## config.mk

```make
export PLATFORM = sky130hd
export DESIGN_NAME = i2c_hs_switch
export DESIGN_NICKNAME = d
export VERILOG_FILES = /design/src/rtl/i2c_hs_pkg.sv /design/src/rtl/hs_bus_cond.sv /design/src/rtl/hs_byte_frame.sv /design/src/rtl/hs_mode_ctrl.sv /design/src/rtl/i2c_hs_switch.sv
export SDC_FILE = /design/constraint.sdc
export NUM_CORES = 1
export LEC_CHECK = 0
export CAP_MARGIN = 20
export CELL_PAD_IN_SITES_DETAIL_PLACEMENT = 1
export CELL_PAD_IN_SITES_GLOBAL_PLACEMENT = 2
export CORE_MARGIN = 8
export CORE_UTILIZATION = 35
export DETAILED_ROUTE_END_ITERATION = 12
export PLACE_DENSITY = 0.72
export REMOVE_ABC_BUFFERS = 1
export SLEW_MARGIN = 20
export SYNTH_ARGS = -nofsm -noshare
export SYNTH_HDL_FRONTEND = slang
export SYNTH_HIERARCHICAL = 1
export SYNTH_SLANG_ARGS = --single-unit
```

## constraint.sdc

```tcl
create_clock -name clk_i -period 2.2 [get_ports clk_i]
set_clock_uncertainty 0.2 [all_clocks]
set_input_delay 0.44 -clock clk_i [delete_from_list [all_inputs] [get_ports clk_i]]
set_output_delay 0.44 -clock clk_i [all_outputs]
set_load 0.03 [all_outputs]
```

## src/rtl/i2c_hs_pkg.sv

```systemverilog
package i2c_hs_pkg;

  typedef struct packed {
    logic start;
    logic stop;
    logic rise;
    logic fall;
  } bus_evt_t;

  localparam logic [4:0] MC_PREFIX   = 5'b00001;
  localparam int         BYTE_W      = 8;
  localparam int         IDX_W       = 2;
  localparam int         CMD_ZERO_W  = 3;

endpackage

```

## src/rtl/hs_bus_cond.sv

```systemverilog
module hs_bus_cond
  import i2c_hs_pkg::*;
#(
  parameter int SYNC_STAGES = 2
) (
  input  logic     clk_i,
  input  logic     rst_ni,
  input  logic     scl_i,
  input  logic     sda_i,
  output bus_evt_t evt_o,
  output logic     sda_o
);

  logic scl_s, sda_s;
  logic scl_p, sda_p;

  generate
    if (SYNC_STAGES == 1) begin : g_sync1
      always_ff @(posedge clk_i or negedge rst_ni) begin
        if (!rst_ni) begin
          scl_s <= 1'b1;
          sda_s <= 1'b1;
        end else begin
          scl_s <= scl_i;
          sda_s <= sda_i;
        end
      end
    end else begin : g_syncn
      logic [SYNC_STAGES-1:0] scl_sync, sda_sync;
      always_ff @(posedge clk_i or negedge rst_ni) begin
        if (!rst_ni) begin
          scl_sync <= '1;
          sda_sync <= '1;
        end else begin
          scl_sync <= {scl_sync[SYNC_STAGES-2:0], scl_i};
          sda_sync <= {sda_sync[SYNC_STAGES-2:0], sda_i};
        end
      end
      assign scl_s = scl_sync[SYNC_STAGES-1];
      assign sda_s = sda_sync[SYNC_STAGES-1];
    end
  endgenerate

  always_ff @(posedge clk_i or negedge rst_ni) begin
    if (!rst_ni) begin
      scl_p <= 1'b1;
      sda_p <= 1'b1;
    end else begin
      scl_p <= scl_s;
      sda_p <= sda_s;
    end
  end

  always_comb begin
    evt_o.start = scl_s & scl_p & sda_p & ~sda_s;
    evt_o.stop  = scl_s & scl_p & ~sda_p & sda_s;
    evt_o.rise  = scl_s & ~scl_p;
    evt_o.fall  = ~scl_s & scl_p;
  end

  assign sda_o = sda_s;

endmodule

```

## src/rtl/hs_byte_frame.sv

```systemverilog
module hs_byte_frame
  import i2c_hs_pkg::*;
(
  input  logic              clk_i,
  input  logic              rst_ni,
  input  bus_evt_t          evt_i,
  input  logic              sda_i,
  output logic              byte_done_o,
  output logic              ack_done_o,
  output logic [BYTE_W-1:0] data_o,
  output logic [IDX_W-1:0]  byte_idx_o
);

  localparam int CNT_W = $clog2(BYTE_W + 1);
  localparam logic [CNT_W-1:0] LAST_BIT = CNT_W'(BYTE_W - 1);
  localparam logic [CNT_W-1:0] ACK_BIT  = CNT_W'(BYTE_W);

  logic [CNT_W-1:0]  bit_cnt;
  logic [BYTE_W-2:0] shreg;
  logic [IDX_W-1:0]  idx_q;

  assign byte_done_o = evt_i.rise & (bit_cnt == LAST_BIT);
  assign ack_done_o  = evt_i.rise & (bit_cnt == ACK_BIT);
  assign data_o      = {shreg, sda_i};
  assign byte_idx_o  = idx_q;

  always_ff @(posedge clk_i or negedge rst_ni) begin
    if (!rst_ni) begin
      bit_cnt <= '0;
      shreg   <= '0;
      idx_q   <= '0;
    end else if (evt_i.start || evt_i.stop) begin
      bit_cnt <= '0;
      idx_q   <= '0;
    end else if (evt_i.rise) begin
      if (bit_cnt == ACK_BIT) begin
        bit_cnt <= '0;
        if (idx_q != '1) idx_q <= idx_q + 1'b1;
      end else begin
        bit_cnt <= bit_cnt + 1'b1;
        shreg   <= {shreg[BYTE_W-3:0], sda_i};
      end
    end
  end

endmodule

```

## src/rtl/hs_mode_ctrl.sv

```systemverilog
module hs_mode_ctrl
  import i2c_hs_pkg::*;
#(
  parameter int SEL_W          = 2,
  parameter int DEV_ID_W       = 5,
  parameter logic [DEV_ID_W-1:0] DEV_ID = 5'b10010,
  parameter int FS_WORDS       = 4,
  parameter int HS_WORDS       = 1,
  parameter int BYTES_PER_WORD = 2
) (
  input  logic              clk_i,
  input  logic              rst_ni,
  input  bus_evt_t          evt_i,
  input  logic              byte_done_i,
  input  logic              ack_done_i,
  input  logic [BYTE_W-1:0] data_i,
  input  logic [IDX_W-1:0]  byte_idx_i,
  input  logic [SEL_W-1:0]  dev_sel_i,
  input  logic              conv_done_i,
  output logic              hs_mode_o,
  output logic              scl_hold_o,
  output logic              rd_ok_o
);

  localparam int FS_BYTES = FS_WORDS * BYTES_PER_WORD;
  localparam int HS_BYTES = HS_WORDS * BYTES_PER_WORD;
  localparam int DCNT_W   = $clog2(FS_BYTES + 1);
  localparam logic [DCNT_W-1:0] FS_LIM = DCNT_W'(FS_BYTES);
  localparam logic [DCNT_W-1:0] HS_LIM = DCNT_W'(HS_BYTES);

  logic hs_q, hold_q, arm_q;
  logic mc_pend, addr_hit, addr_rd;
  logic wr_addr_q, cmd_pend, rd_act;
  logic [DCNT_W-1:0] dcnt;

  logic first_byte, second_byte;
  assign first_byte  = (byte_idx_i == IDX_W'(0));
  assign second_byte = (byte_idx_i == IDX_W'(1));

  always_ff @(posedge clk_i or negedge rst_ni) begin
    if (!rst_ni) begin
      hs_q      <= 1'b0;
      hold_q    <= 1'b0;
      arm_q     <= 1'b0;
      mc_pend   <= 1'b0;
      addr_hit  <= 1'b0;
      addr_rd   <= 1'b0;
      wr_addr_q <= 1'b0;
      cmd_pend  <= 1'b0;
      rd_act    <= 1'b0;
      dcnt      <= '0;
    end else if (evt_i.start || evt_i.stop) begin
      if (evt_i.stop) begin
        hs_q   <= 1'b0;
        hold_q <= 1'b0;
      end
      arm_q     <= 1'b0;
      mc_pend   <= 1'b0;
      addr_hit  <= 1'b0;
      wr_addr_q <= 1'b0;
      cmd_pend  <= 1'b0;
      rd_act    <= 1'b0;
      dcnt      <= '0;
    end else begin
      if (byte_done_i && first_byte) begin
        mc_pend  <= ~hs_q && (data_i[BYTE_W-1 -: 5] == MC_PREFIX);
        addr_hit <= (data_i[BYTE_W-1:1] == {DEV_ID, dev_sel_i});
        addr_rd  <= data_i[0];
      end
      if (byte_done_i && second_byte && wr_addr_q)
        cmd_pend <= (data_i[BYTE_W-1 -: CMD_ZERO_W] == '0);
      if (ack_done_i && first_byte) begin
        if (mc_pend) hs_q <= 1'b1;
        wr_addr_q <= addr_hit & ~addr_rd;
        rd_act    <= addr_hit & addr_rd;
      end
      if (ack_done_i && second_byte && cmd_pend && hs_q)
        arm_q <= 1'b1;
      if (ack_done_i && !first_byte && rd_act && dcnt != FS_LIM)
        dcnt <= dcnt + 1'b1;
      // pull SCL only once it is already low
      if (evt_i.fall && arm_q) begin
        hold_q <= 1'b1;
        arm_q  <= 1'b0;
      end else if (hold_q && conv_done_i) begin
        hold_q <= 1'b0;
      end
    end
  end

  assign hs_mode_o  = hs_q;
  assign scl_hold_o = hold_q;
  assign rd_ok_o    = rd_act && (dcnt < (hs_q ? HS_LIM : FS_LIM));

endmodule

```

## src/rtl/i2c_hs_switch.sv

```systemverilog
module i2c_hs_switch
  import i2c_hs_pkg::*;
#(
  parameter int SEL_W          = 2,
  parameter int DEV_ID_W       = 5,
  parameter logic [DEV_ID_W-1:0] DEV_ID = 5'b10010,
  parameter int FS_WORDS       = 4,
  parameter int HS_WORDS       = 1,
  parameter int BYTES_PER_WORD = 2,
  parameter int SYNC_STAGES    = 2
) (
  input  logic             clk_i,
  input  logic             rst_ni,
  input  logic             scl_i,
  input  logic             sda_i,
  input  logic [SEL_W-1:0] dev_sel_i,
  input  logic             conv_done_i,
  output logic             hs_mode_o,
  output logic             scl_hold_o,
  output logic             rd_ok_o
);

  bus_evt_t          evt;
  logic              sda_s;
  logic              byte_done, ack_done;
  logic [BYTE_W-1:0] data;
  logic [IDX_W-1:0]  byte_idx;
  logic              stop_evt;

  assign stop_evt = evt.stop;

  hs_bus_cond #(.SYNC_STAGES(SYNC_STAGES)) u_cond (
    .clk_i  (clk_i),
    .rst_ni (rst_ni),
    .scl_i  (scl_i),
    .sda_i  (sda_i),
    .evt_o  (evt),
    .sda_o  (sda_s)
  );

  hs_byte_frame u_frame (
    .clk_i       (clk_i),
    .rst_ni      (rst_ni),
    .evt_i       (evt),
    .sda_i       (sda_s),
    .byte_done_o (byte_done),
    .ack_done_o  (ack_done),
    .data_o      (data),
    .byte_idx_o  (byte_idx)
  );

  hs_mode_ctrl #(
    .SEL_W          (SEL_W),
    .DEV_ID_W       (DEV_ID_W),
    .DEV_ID         (DEV_ID),
    .FS_WORDS       (FS_WORDS),
    .HS_WORDS       (HS_WORDS),
    .BYTES_PER_WORD (BYTES_PER_WORD)
  ) u_ctrl (
    .clk_i       (clk_i),
    .rst_ni      (rst_ni),
    .evt_i       (evt),
    .byte_done_i (byte_done),
    .ack_done_i  (ack_done),
    .data_i      (data),
    .byte_idx_i  (byte_idx),
    .dev_sel_i   (dev_sel_i),
    .conv_done_i (conv_done_i),
    .hs_mode_o   (hs_mode_o),
    .scl_hold_o  (scl_hold_o),
    .rd_ok_o     (rd_ok_o)
  );

endmodule

```

## Word-level counts from Yosys, hierarchy flattened

Cells that the tools add are included.

- Register bits after elaboration: 32
- Input bits: 7
- Output and inout bits: 3
- Word-level logic and storage cells: 111

- Add/subtract/negate cells: 3
- Magnitude comparators: 1
- Eq/ne operators: 8
- Muxes and demuxes: 30
- Bitwise gates (word level): 19
- Reductions and logical operators: 33

Operators by type and width:

| kind | number |
|---|---|
| $mux W4 | 6 |
| $mux W1 | 20 |
| $reduce_bool A2 Y1 | 8 |
| $logic_and A1 B1 Y1 | 14 |
| $and A1 B1 Y1 | 11 |
| $reduce_and A3 Y1 | 3 |
| $add A4 B1 Y4 const B | 2 |
| $mux W2 | 4 |
| $not A1 Y1 | 8 |
| $eq A7 B7 Y1 | 1 |
| $reduce_bool A3 Y1 | 2 |
| $eq A5 B1 Y1 const B | 1 |
| $eq A4 B3 Y1 const B | 1 |
| $eq A4 B4 Y1 const B | 1 |
| $lt A4 B4 Y1 | 1 |
| $ne A2 B2 Y1 const B | 2 |
| $ne A4 B4 Y1 const B | 1 |
| $reduce_and A2 Y1 | 2 |
| $logic_not A3 Y1 | 1 |
| $add A2 B1 Y2 const B | 1 |
| $eq A2 B1 Y1 const B | 1 |
| $logic_not A2 Y1 | 1 |
| $logic_not A1 Y1 | 1 |
| $logic_or A1 B1 Y1 | 1 |

## Depth between registers and ports, before layout

Gate-level depths: netlist of the first run.

- Depth in word-level cells: 9
- Depth in mapped cells: 7
- Mapped depth without buffers: 7

## By module

Netlist of the first run, hierarchy kept.

By module, submodules not included:

| module | times used | cells an instance | area an instance (um^2) | sequential area each (um^2) |
|---|---|---|---|---|
| hs_mode_ctrl | 1 | 77 | 738.2 | 325.3 |
| hs_byte_frame | 1 | 51 | 623.1 | 325.3 |
| hs_bus_cond | 1 | 10 | 190.2 | 157.7 |

## Worst setup path after synthesis of the first run

OpenSTA, ideal clock, no wires.

- Path kind: register -> register
- Start: register u_cond.g_syncn.scl_sync[1]
- End: register u_ctrl.addr_rd
- Setup time: 0.125 ns
- Data arrival time: 1.960 ns
- Required time: 1.875 ns
- Setup slack: -0.085 ns
- Cell stages (with the launch flop): 7
- Path buffers: 0
- Clock period less this slack: 2.285 ns
- Cells stage by stage: dfstp_2 -> nor2b_1 -> nand2_1 -> nor3b_1 -> nor3b_1 -> nand2_1 -> mux2_2

RTL lines:

| item | line | text |
|---|---|---|
| start: declaration | hs_bus_cond.sv:29 | `logic [SYNC_STAGES-1:0] scl_sync, sda_sync;` |
| start signal: assignment | hs_bus_cond.sv:35 | `scl_sync <= {scl_sync[SYNC_STAGES-2:0], scl_i};` |
| end signal: assignment | hs_mode_ctrl.sv:68 | `addr_rd <= data_i[0];` |
| end: declaration | hs_mode_ctrl.sv:32 | `logic mc_pend, addr_hit, addr_rd;` |

==> results of run 1 <==
-- state kept, by name (all words and copies together), names as in the netlist --
signal,cells
u_ctrl/rd_act,1
u_ctrl/arm_q,1
u_cond/scl_p,1
u_ctrl/dcnt,4
u_ctrl/scl_hold_o,1
u_frame/bit_cnt,4
u_ctrl/wr_addr_q,1
u_ctrl/mc_pend,1
u_frame/byte_idx_o,2
u_ctrl/addr_rd,1
u_cond/sda_p,1
u_ctrl/addr_hit,1
u_ctrl/cmd_pend,1
u_ctrl/hs_mode_o,1
u_cond/g_syncn.sda_sync,2
u_cond/g_syncn.scl_sync,2
u_frame/shreg,7
-- logic make-up after synthesis --
| family | after synthesis | synth area share |
|---|---|---|
| XOR/XNOR | 3 | 0.0169 |
| adder cells (fa/ha/maj) | 6 | 0.0484 |
| multiplexers | 10 | 0.0710 |
| AO/OA/AOI/OAI | 27 | 0.112 |
| buffers and inverters | 10 | 0.0290 |
| AND/OR/NAND/NOR | 50 | 0.202 |
| flip-flops | 32 | 0.521 |
-- area by class of cell --
| class | count | area [um2] |
|---|---|---|
| Clock inverter | 1 | 7.51 |
| Clock buffer | 7 | 86.3 |
| Sequential cell | 32 | 808 |
| Inverter | 8 | 30.0 |
| Tap cell | 52 | 65.1 |
| Fill cell | 485 | 2430 |
| Timing Repair Buffer | 20 | 170 |
| Multi-Input combinational cell | 96 | 722 |
-- worst min-delay path by stage --
stage | start | endpoint | slack, ns | depth (start not counted)
3_5_place_dp | u_cond/g_syncn.sda_sync[0] | u_cond/g_syncn.sda_sync[1] | 0.15 | 0
6_report | u_cond/g_syncn.sda_sync[0] | u_cond/g_syncn.sda_sync[1] | 0.16 | 0
3_3_place_gp | u_cond/g_syncn.sda_sync[0] | u_cond/g_syncn.sda_sync[1] | 0.15 | 0
5_1_grt | u_cond/g_syncn.sda_sync[0] | u_cond/g_syncn.sda_sync[1] | 0.16 | 0
2_1_floorplan | rst_ni | u_ctrl/addr_hit | -0.06 | 0
4_1_cts | u_cond/g_syncn.sda_sync[0] | u_cond/g_syncn.sda_sync[1] | 0.16 | 0
-- layout by cell type (no fill, tap or decap), types with 7 or more instances in the layout --
cell,Yosys,layout
sky130_fd_sc_hd__a21oi_1,10,8
sky130_fd_sc_hd__o21ai_0,9,9
sky130_fd_sc_hd__buf_4,2,12
sky130_fd_sc_hd__nand3_1,7,7
sky130_fd_sc_hd__nand2_1,7,7
sky130_fd_sc_hd__dfrtp_1,26,26
sky130_fd_sc_hd__clkdlybuf4s50_1,0,8
sky130_fd_sc_hd__mux2_2,8,8
sky130_fd_sc_hd__inv_1,8,8
-- worst reg2reg max path, cell delays in order, from the launching register on --
cell and delay [ns]:
sky130_fd_sc_hd__dfstp_2 0.54, sky130_fd_sc_hd__nor2b_4 0.15, sky130_fd_sc_hd__buf_4 0.13, sky130_fd_sc_hd__nand4b_2 0.11
sky130_fd_sc_hd__inv_1 0.10, sky130_fd_sc_hd__o211ai_2 0.14, sky130_fd_sc_hd__or4_4 0.51, sky130_fd_sc_hd__a21oi_2 0.16
-- power groups by stage --
stage,Sequential [W],Clock [W],Combinational [W]
floorplan,0.000754,0,0.000149
global placement,0.000774,0,0.000201
detailed placement,0.000781,0,0.000210
CTS,0.000771,0.000489,0.000210
global route,0.000790,0.000515,0.000237
finish,0.000771,0.000473,0.000207
-- per-layer routing --
layer | vias up | share of wire | track usage
li1 | 545 | - | -
met1 | 578 | 0.46 | 0.130
met2 | 12 | 0.51 | 0.186
met3 | 2 | 0.026 | 0.0357
met4 | 0 | 0.0052 | 0.0414
met5 | - | 0 | 0
-- Yosys cell counts (2+ instances only) --
library cell / n / area share
sky130_fd_sc_hd__and4b_1: 2 / 0.013
sky130_fd_sc_hd__nand3b_1: 4 / 0.019
sky130_fd_sc_hd__o21ai_0: 9 / 0.029
sky130_fd_sc_hd__a21oi_1: 10 / 0.032
sky130_fd_sc_hd__ha_1: 6 / 0.048
sky130_fd_sc_hd__mux2_2: 8 / 0.058
sky130_fd_sc_hd__dfstp_2: 6 / 0.10
sky130_fd_sc_hd__nand3_1: 7 / 0.023
sky130_fd_sc_hd__nor3_1: 3 / 0.0097
sky130_fd_sc_hd__nor2_1: 4 / 0.0097
sky130_fd_sc_hd__xnor2_1: 2 / 0.011
sky130_fd_sc_hd__dfrtp_1: 26 / 0.42
sky130_fd_sc_hd__inv_1: 8 / 0.019
sky130_fd_sc_hd__nor2b_1: 2 / 0.0081
sky130_fd_sc_hd__nand4_1: 2 / 0.0081
sky130_fd_sc_hd__mux2i_1: 2 / 0.013
sky130_fd_sc_hd__buf_4: 2 / 0.0097
sky130_fd_sc_hd__nor3b_1: 3 / 0.015
sky130_fd_sc_hd__nand2b_1: 6 / 0.024
sky130_fd_sc_hd__nand2_1: 7 / 0.017
-- per-stage QoR --
stage	area (um2)	TNS [ns]	setup WS, ns
global route	1890	-0.00983	-0.00983
CTS	1870	0	0.0389
floorplan	1540	-0.133	-0.0846
finish	1890	0	0.0715
global placement	1770	0	0.0875
detailed placement	1770	0	0.00182
-- repair_timing --
action,in CTS,in global routing
setup endpoints to repair,1,6
gates resized for setup,1,5
pin swaps,0,0
==> results.txt, run 1 <==
----------------------------------------------------
[Status]
  Outcome ... finished clean

[Global route]
  Wire length of the first global-routing pass ... 5640 um
  GRT Resource Usage Total ... 0.111
  Total gr overflow ... 0
  Number of global-route vias before repair ... 1195
  Pin count of the biggest net entering global routing ... 33
  Number of antenna violations at the first check in global routing ... 0

[Setup path]
  Critical Path Start Type ... flop
  Number of cell instances on the worst register-to-register path ... 7
  Startpoint of the worst register-to-register path ... u_cond/g_syncn.scl_sync[1]
  Minimum setup slack among reg-to-reg paths ... 0.07 ns
  Arrival time of the worst setup path ... 2.13 ns
  Setup CP Type ... flop to flop
  Required time at the worst-slack endpoint ... 2.21 ns
  Number of buffers and inverters on the critical path ... 2
  Kind of end point of the critical path ... flop
  Critical register-to-register path endpoint ... u_ctrl/dcnt[2]
  Timing endpoint of the critical path ... u_ctrl/dcnt[2]
  CP max stage cell ... sky130_fd_sc_hd__dfstp_2
  Slowest stage delay, CP ... 0.54 ns
  Critical Path Source ... u_cond/g_syncn.scl_sync[1]
  Crit-path max FO ... 6
  Kind of cell adding the most delay to the critical path ... simple AND/OR/NAND/NOR gates
  Crit. path cell count ... 7
  Cell-by-cell trace of the critical path ... nor2b_4 -> buf_4 -> nand4b_2 -> inv_1 -> o211ai_2 -> or4_4 -> a21oi_2

[Drt]
  Post-DR vias/cell ... 5.26
  Drt drc ... 0
  Antenna violation net count after detailed routing ... 0
  Final routed wire length divided by cell count ... 15.2 um
  Pre-antenna DRT Iters ... 4
  Final Routed Wirelength ... 3280 um
  DRC violation total after the first TritonRoute iteration ... 17
  Via count ... 1137

[Placement]
  Placed Cells ... 208
  Detailed placer's ending HPWL ... 2500 um
  Buffers on Ports ... 9
  Routability-driven placement congestion ratio ... 0.736

[Pwr]
  Total net switching power ... 0.000399 W
  Sequential share of power ... 0.531
  Ratio of total power to cell area ... 768 nW/um2
  Part of the total power dissipated in the clock network ... 0.326
  Pleak ... 0.851 nW
  Fraction of power spent switching nets ... 0.275
  Maximum vdd drop ... 0.358 mV
  Combinational Power Share ... 0.143
  Cell-internal power ... 0.00105 W
  PnR Total Power ... 0.00145 W

[Floorplan]
  Initial Utilization ... 0.359
  Standard-cell row count ... 24
  Horizontal die dimension ... 82.6 um
  Die Height ... 82.6 um
  # IOs ... 10
  Placeable core area ... 4320 um2
  Die ar. ... 6820 um2

[Layout]
  Layout overhead on the synthesized area ... 21.8%
  Final standard cell count with taps included and fillers excluded ... 216
  Total inserted antenna cells ... 0
  # nets final ... 176
  Share of cells above drive strength 1 ... 0.274
  Core Util, Final ... 0.437

[CTS]
  H-tree lvl count ... 2
  Latest clock arrival within the worst-skew pair ... 0.28 ns
  Count of hold-fix buffers inserted at cts ... 0
  Clock tree from TritonCTS ... done
  Num Clock Sinks ... 32
  Setup repair bufs after CTS ... 0
  Clk buf depth ... 2
  Cell chosen for the clock root ... sky130_fd_sc_hd__clkbuf_8
  Number of buffers added by the clock tree synthesis step ... 5
  Post-CTS clock slew at the launch and capture registers of the worst setup and hold paths ... 0.07 ns

[Synth]
  Distinct cell type count of the synthesized netlist ... 39
  Number of cells produced by synthesis ... 138
  Number of register bits inferred by synthesis ... 32
  Warnings, synthesis ... 6
  Fraction of registers with async set or reset after synthesis ... 1.00
  Average cell area after synthesis ... 11.2 um2
  Synthesized cell area ... 1550 um2
  Post-synth top flop ... sky130_fd_sc_hd__dfrtp_1
  Share of synthesized area occupied by flip-flops and latches ... 0.521
  Number of enable-type register cells in the synthesized netlist ... 0

[Timing]
  Finish-stage setup viols ... 0
  Period Utilization, post-route ... 0.967
  Endpoints failing hold ... 0
  Slew headroom ... 0.727
  Maximum clock frequency ... 470 MHz
  Slew at the pin closest to its max-slew limit ... 0.409 ns
  Max-slew violations ... 0
  Worst hold slack ... 0.157 ns
  Shortest period the worst path allows ... 2.13 ns

[Run]
  Max-capacitance violation count ... 0

[Worst hold path]
  Class of the tightest hold or removal check ... flop to flop

----------------------------------------------------
(Power assumes the default switching activity.)
==> run 2, diff against run 1 <==
--- a/config.mk
+++ b/config.mk
@@ -12,7 +12,6 @@
 export CORE_UTILIZATION = 35
 export DETAILED_ROUTE_END_ITERATION = 12
 export PLACE_DENSITY = 0.72
-export REMOVE_ABC_BUFFERS = 1
 export SLEW_MARGIN = 20
 export SYNTH_ARGS = -nofsm -noshare
 export SYNTH_HDL_FRONTEND = slang
==> results.txt, run 2 (synthesized netlist as in run 1, its figures left out) <==
----------------------------------------------------
[Setup path]
  Slowest stage delay, CP ... 0.73 ns
  Critical Path Start Type ... flop
  Cell-by-cell trace of the critical path ... clkdlybuf4s50_1
  Minimum setup slack among reg-to-reg paths ... 0.15 ns
  Crit-path max FO ... 6
  Number of buffers and inverters on the critical path ... 1
  CP max stage cell ... sky130_fd_sc_hd__clkdlybuf4s50_1
  Number of cell instances on the worst register-to-register path ... 6
  Setup CP Type ... flop to output port
  Required time at the worst-slack endpoint ... 1.56 ns
  Startpoint of the worst register-to-register path ... u_cond/g_syncn.scl_sync[1]
  Kind of cell adding the most delay to the critical path ... buffers and inverters
  Critical register-to-register path endpoint ... u_ctrl/dcnt[2]
  Kind of end point of the critical path ... output port
  Arrival time of the worst setup path ... 1.49 ns

[Pwr]
  Sequential share of power ... 0.502
  Ratio of total power to cell area ... 819 nW/um2
  Combinational Power Share ... 0.140
  Total net switching power ... 0.000403 W
  Part of the total power dissipated in the clock network ... 0.358
  Pleak ... 0.849 nW
  Maximum vdd drop ... 0.458 mV
  Fraction of power spent switching nets ... 0.262
  Cell-internal power ... 0.00113 W

[Floorplan]
  Standard-cell row count ... 24
  Die ar. ... 6820 um2
  Placeable core area ... 4320 um2
  Initial Utilization ... 0.359
  Horizontal die dimension ... 82.6 um
  # IOs ... 10
  Die Height ... 82.6 um

[Synth]
  Post-Synthesis Net Count ... 151

[Worst hold path]
  Beginning of the worst hold path ... u_cond/g_syncn.scl_sync[0]
  End point of the worst hold path ... u_cond/g_syncn.scl_sync[1]
  Hold path cells ... 0
  Class of the tightest hold or removal check ... flop to flop

[Layout]
  Share of cells above drive strength 1 ... 0.247
  Number of flip-flops under the largest register name ... 7
  Layout overhead on the synthesized area ... 21.0%
  Total inserted antenna cells ... 0
  Most common cell after layout, fill and taps aside ... sky130_fd_sc_hd__dfrtp_1
  Most frequent cells in the layout ... sky130_fd_sc_hd__dfrtp_1, sky130_fd_sc_hd__buf_4, sky130_fd_sc_hd__a21oi_1
  Largest registers ranked by flip-flop count ... u_frame/shreg: 7 flops, u_ctrl/dcnt: 4 flops, u_frame/bit_cnt: 4 flops
  Core Util, Final ... 0.434
  Fill count ... 494
  Final standard cell area without fillers ... 1880 um2
  Register containing the most flip-flops in the final layout ... u_frame/shreg
  # nets final ... 174

[Timing]
  Finish-stage setup viols ... 0
  Max-slew violations ... 0
  Slew at the pin closest to its max-slew limit ... 0.372 ns
  Maximum clock frequency ... 469 MHz
  RSZ-0062 raised after global routing ... no
  Endpoints failing hold ... 0
  Slew headroom ... 0.751
  PnR worst setup slack ... 0.0669 ns
  Shortest period the worst path allows ... 2.13 ns
  Final total negative setup slack ... 0 ns
  Period Utilization, post-route ... 0.970

[Placement]
  Area of placed instances ... 1760 um2
  Worst slack at placement ... 0.0329 ns
  Buffers on Ports ... 9
  Detailed placer's ending HPWL ... 2590 um
  Routability-driven placement congestion ratio ... 0.777

[Drt]
  DRC violation total after the first TritonRoute iteration ... 29
  Post-DR vias/cell ... 5.17
  Final routed wire length divided by cell count ... 16.2 um
  Via count ... 1107
  Antenna violation net count after detailed routing ... 0
  Final Routed Wirelength ... 3470 um
  Drt drc ... 0
  Pre-antenna DRT Iters ... 4

[CTS]
  Cell chosen for the clock root ... sky130_fd_sc_hd__clkbuf_8
  Post-CTS clock slew at the launch and capture registers of the worst setup and hold paths ... 0.07 ns
  Num Clock Sinks ... 32
  Latest clock arrival within the worst-skew pair ... 0.29 ns
  Number of buffers added by the clock tree synthesis step ... 5
  H-tree lvl count ... 2
  Clk buf depth ... 2
  Clock tree from TritonCTS ... done

[Global route]
  GRT Resource Usage Total ... 0.116
  Number of antenna violations at the first check in global routing ... 0
  Wire length of the first global-routing pass ... 5930 um
  Number of global-route vias before repair ... 1260
  Pin count of the biggest net entering global routing ... 22
  Total gr overflow ... 0

[Run]
  Max-capacitance violation count ... 0

[Status]
  Outcome ... finished clean

----------------------------------------------------
==> run 2: what timing repair did <==
action,in CTS,in global routing
gates resized for setup,1,1
setup buffers,0,0
hold buffers,0,0
pin swaps,0,0
setup endpoints to repair,1,4
cloned,0,0
==> run 2: layout make-up <==
| cell class | count | area, um2 | share of cell area |
|---|---|---|---|
| flip-flops and latches | 32 | 808 | 0.431 |
| multi-input cells | 96 | 711 | 0.379 |
| repair buffers | 18 | 155 | 0.0827 |
| clock buffers | 6 | 72.6 | 0.0387 |
| well taps | 52 | 65.1 | 0.0347 |
| clock inverters | 2 | 35.0 | 0.0187 |
| inverters | 8 | 30.0 | 0.0160 |
==> run 2: per-stage QoR <==
step                std cells  total power [W]  hold WS [ns]
finish                    214          0.00154         0.156
global route              214          0.00162         0.158
CTS                       214          0.00155         0.157
detailed placement        206         0.000994         0.147
global placement          206         0.000973         0.148
floorplan                 138         0.000906       -0.0556
==> run 2: per-layer routing <==
layer,up-vias,GRT usage,wire (um)
met1,547,0.121,1500
met4,0,0.0517,60
met2,13,0.209,1790
met3,5,0.0379,111
met5,-,0,0
li1,542,-,-
==> run 2: worst max path at each step <==
stage,slack (ns),to,from,depth (start not counted)
floorplan,0.05,u_ctrl/addr_rd,u_cond/g_syncn.scl_sync[1],6
detailed placement,0.03,u_ctrl/addr_rd,u_cond/g_syncn.scl_sync[1],6
CTS,0.05,hs_mode_o,u_ctrl/hs_mode_o,1
global placement,0.11,u_ctrl/addr_rd,u_cond/g_syncn.scl_sync[1],6
finish,0.07,hs_mode_o,u_ctrl/hs_mode_o,1
global route,0.009,u_ctrl/dcnt[3],u_cond/g_syncn.scl_sync[1],6
==> run 2: power groups by stage <==
stage	Sequential (W)	Combinational [W]	Clock, W
6_report	0.000772	0.000215	0.000550
5_1_grt	0.000788	0.000236	0.000593
4_1_cts	0.000771	0.000218	0.000567
3_5_place_dp	0.000778	0.000216	0
3_3_place_gp	0.000774	0.000199	0
2_1_floorplan	0.000754	0.000152	0
==> run 3, diff against run 2 <==
--- a/config.mk
+++ b/config.mk
@@ -6,10 +6,8 @@
 export NUM_CORES = 1
 export LEC_CHECK = 0
 export CAP_MARGIN = 20
-export CELL_PAD_IN_SITES_DETAIL_PLACEMENT = 1
-export CELL_PAD_IN_SITES_GLOBAL_PLACEMENT = 2
 export CORE_MARGIN = 8
-export CORE_UTILIZATION = 35
+export CORE_UTILIZATION = 52
 export DETAILED_ROUTE_END_ITERATION = 12
 export PLACE_DENSITY = 0.72
 export SLEW_MARGIN = 20
==> results.txt, run 3 (synthesized netlist as in run 1, its figures left out) <==
----------------------------------------------------
[Drt]
  Antenna violation net count after detailed routing ... 0
  Drt drc ... 0
  Final routed wire length divided by cell count ... 14.9 um
  DRC violation total after the first TritonRoute iteration ... 47
  Via count ... 1098
  Post-DR vias/cell ... 5.69
  Pre-antenna DRT Iters ... 4
  Final Routed Wirelength ... 2870 um

[Layout]
  Core Util, Final ... 0.617
  Largest registers ranked by flip-flop count ... u_frame/shreg: 7 flops, u_ctrl/dcnt: 4 flops, u_frame/bit_cnt: 4 flops
  Share of cells above drive strength 1 ... 0.269
  Total inserted antenna cells ... 0
  Register containing the most flip-flops in the final layout ... u_frame/shreg
  Layout overhead on the synthesized area ... 17.4%
  # nets final ... 172
  Most frequent cells in the layout ... sky130_fd_sc_hd__dfrtp_1, sky130_fd_sc_hd__a21oi_1, sky130_fd_sc_hd__o21ai_0
  Fill count ... 250
  Most common cell after layout, fill and taps aside ... sky130_fd_sc_hd__dfrtp_1
  Number of flip-flops under the largest register name ... 7

[Pwr]
  Maximum vdd drop ... 0.653 mV
  Part of the total power dissipated in the clock network ... 0.310
  PnR Total Power ... 0.00140 W
  Sequential share of power ... 0.546
  Pleak ... 0.841 nW
  Total net switching power ... 0.000372 W
  Ratio of total power to cell area ... 770 nW/um2
  Fraction of power spent switching nets ... 0.265
  Combinational Power Share ... 0.144
  Cell-internal power ... 0.00103 W

[Setup path]
  Crit-path max FO ... 6
  Cell-by-cell trace of the critical path ... nor2b_4 -> nand4b_2 -> inv_2 -> o211ai_2 -> or4_4 -> a21oi_2
  Arrival time of the worst setup path ... 2.15 ns
  Critical register-to-register path endpoint ... u_ctrl/dcnt[2]
  Kind of end point of the critical path ... flop
  Critical Path Start Type ... flop
  Slowest stage delay, CP ... 0.57 ns
  Number of cell instances on the worst register-to-register path ... 6
  Required time at the worst-slack endpoint ... 2.24 ns
  Startpoint of the worst register-to-register path ... u_cond/g_syncn.scl_sync[1]
  Minimum setup slack among reg-to-reg paths ... 0.09 ns
  Setup CP Type ... flop to flop
  Timing endpoint of the critical path ... u_ctrl/dcnt[2]
  CP max stage cell ... sky130_fd_sc_hd__dfstp_2
  Critical Path Source ... u_cond/g_syncn.scl_sync[1]

[Timing]
  Maximum clock frequency ... 474 MHz
  Period Utilization, post-route ... 0.958
  Slew at the pin closest to its max-slew limit ... 0.404 ns
  PnR worst setup slack ... 0.0916 ns
  Endpoints failing hold ... 0
  Slew headroom ... 0.731
  Final total negative setup slack ... 0 ns
  Shortest period the worst path allows ... 2.11 ns
  Max-slew violations ... 0
  RSZ-0062 raised after global routing ... no
  Finish-stage setup viols ... 0
  Worst hold slack ... 0.165 ns

[CTS]
  Clk buf depth ... 2
  Clock tree from TritonCTS ... done
  Latest clock arrival within the worst-skew pair ... 0.33 ns
  Cell chosen for the clock root ... sky130_fd_sc_hd__clkbuf_4
  Num Clock Sinks ... 32
  Number of buffers added by the clock tree synthesis step ... 5
  Count of hold-fix buffers inserted at cts ... 0
  H-tree lvl count ... 2
  Post-CTS clock slew at the launch and capture registers of the worst setup and hold paths ... 0.10 ns

[Global route]
  Total gr overflow ... 0
  Number of antenna violations at the first check in global routing ... 0
  Pin count of the biggest net entering global routing ... 33
  Number of global-route vias before repair ... 1173
  Wire length of the first global-routing pass ... 5110 um
  GRT Resource Usage Total ... 0.130

[Placement]
  Routability-driven placement congestion ratio ... 0.881
  Buffers on Ports ... 9
  Detailed placer's ending HPWL ... 2180 um
  Worst slack at placement ... 0.0186 ns

[Status]
  Outcome ... finished clean

[Worst hold path]
  Class of the tightest hold or removal check ... flop to flop
  Hold path cells ... 0

[Run]
  Max-capacitance violation count ... 0

[Floorplan]
  Initial Utilization ... 0.525
  Die ar. ... 4990 um2
  # IOs ... 10
  Placeable core area ... 2950 um2
  Die Height ... 70.6 um
  Horizontal die dimension ... 70.6 um
  Standard-cell row count ... 20

[Synth]
  Post-Synthesis Net Count ... 151

----------------------------------------------------
run 3: per-layer routing:
| layer | share of wire | routed length, um | global-route usage | up-vias |
|---|---|---|---|---|
| met3 | 0.034 | 99 | 0.0508 | 6 |
| met1 | 0.45 | 1290 | 0.145 | 536 |
| li1 | - | - | - | 538 |
| met4 | 0.019 | 55 | 0.0647 | 0 |
| met2 | 0.50 | 1430 | 0.212 | 18 |
| met5 | 0 | 0 | 0 | - |
run 3: critical path: cells and delay by family (launching register included):
kind / cells / cell delay [ns]
AOI/OAI and AO/OA: 2 / 0.30
buffers and inverters: 1 / 0.10
and+or+nand+nor: 3 / 0.85
DFF: 1 / 0.57
run 3: stage by stage:
stage / cell area (um2) / instances
global route: 1820 / 193
floorplan: 1550 / 138
finish: 1820 / 193
CTS: 1810 / 193
global placement: 1720 / 185
detailed placement: 1720 / 185
run 3: power by group through the flow:
stage | Combinational (W) | Clock, W | Sequential (W)
6_report | 0.000201 | 0.000435 | 0.000767
5_1_grt | 0.000226 | 0.000482 | 0.000783
4_1_cts | 0.000205 | 0.000447 | 0.000768
3_5_place_dp | 0.000204 | 0 | 0.000778
3_3_place_gp | 0.000194 | 0 | 0.000772
2_1_floorplan | 0.000152 | 0 | 0.000754
run 3: how the worst min path moves through the flow:
stage | from | to | slack [ns]
2_1_floorplan | rst_ni | u_ctrl/addr_hit | -0.06
3_3_place_gp | u_cond/g_syncn.scl_sync[0] | u_cond/g_syncn.scl_sync[1] | 0.15
3_5_place_dp | u_cond/g_syncn.sda_sync[0] | u_cond/g_syncn.sda_sync[1] | 0.15
4_1_cts | u_cond/g_syncn.scl_sync[0] | u_cond/g_syncn.scl_sync[1] | 0.17
5_1_grt | u_cond/g_syncn.scl_sync[0] | u_cond/g_syncn.scl_sync[1] | 0.17
6_report | u_cond/g_syncn.scl_sync[0] | u_cond/g_syncn.scl_sync[1] | 0.16
run 3: final cells by class:
| cell class | instances | area [um2] | area share |
|---|---|---|---|
| Multi-Input combinational cell | 96 | 718 | 0.394 |
| Tap cell | 33 | 41.3 | 0.0227 |
| Clock inverter | 3 | 42.5 | 0.0234 |
| Inverter | 8 | 30.0 | 0.0165 |
| Timing Repair Buffer | 16 | 143 | 0.0783 |
| Sequential cell | 32 | 810 | 0.444 |
| Clock buffer | 5 | 37.5 | 0.0206 |
run 3: what timing repair did:
| action | CTS | global route |
|---|---|---|
| gates resized for setup | 1 | 6 |
| endpoints found under the setup margin | 1 | 5 |
| setup buffers | 0 | 0 |
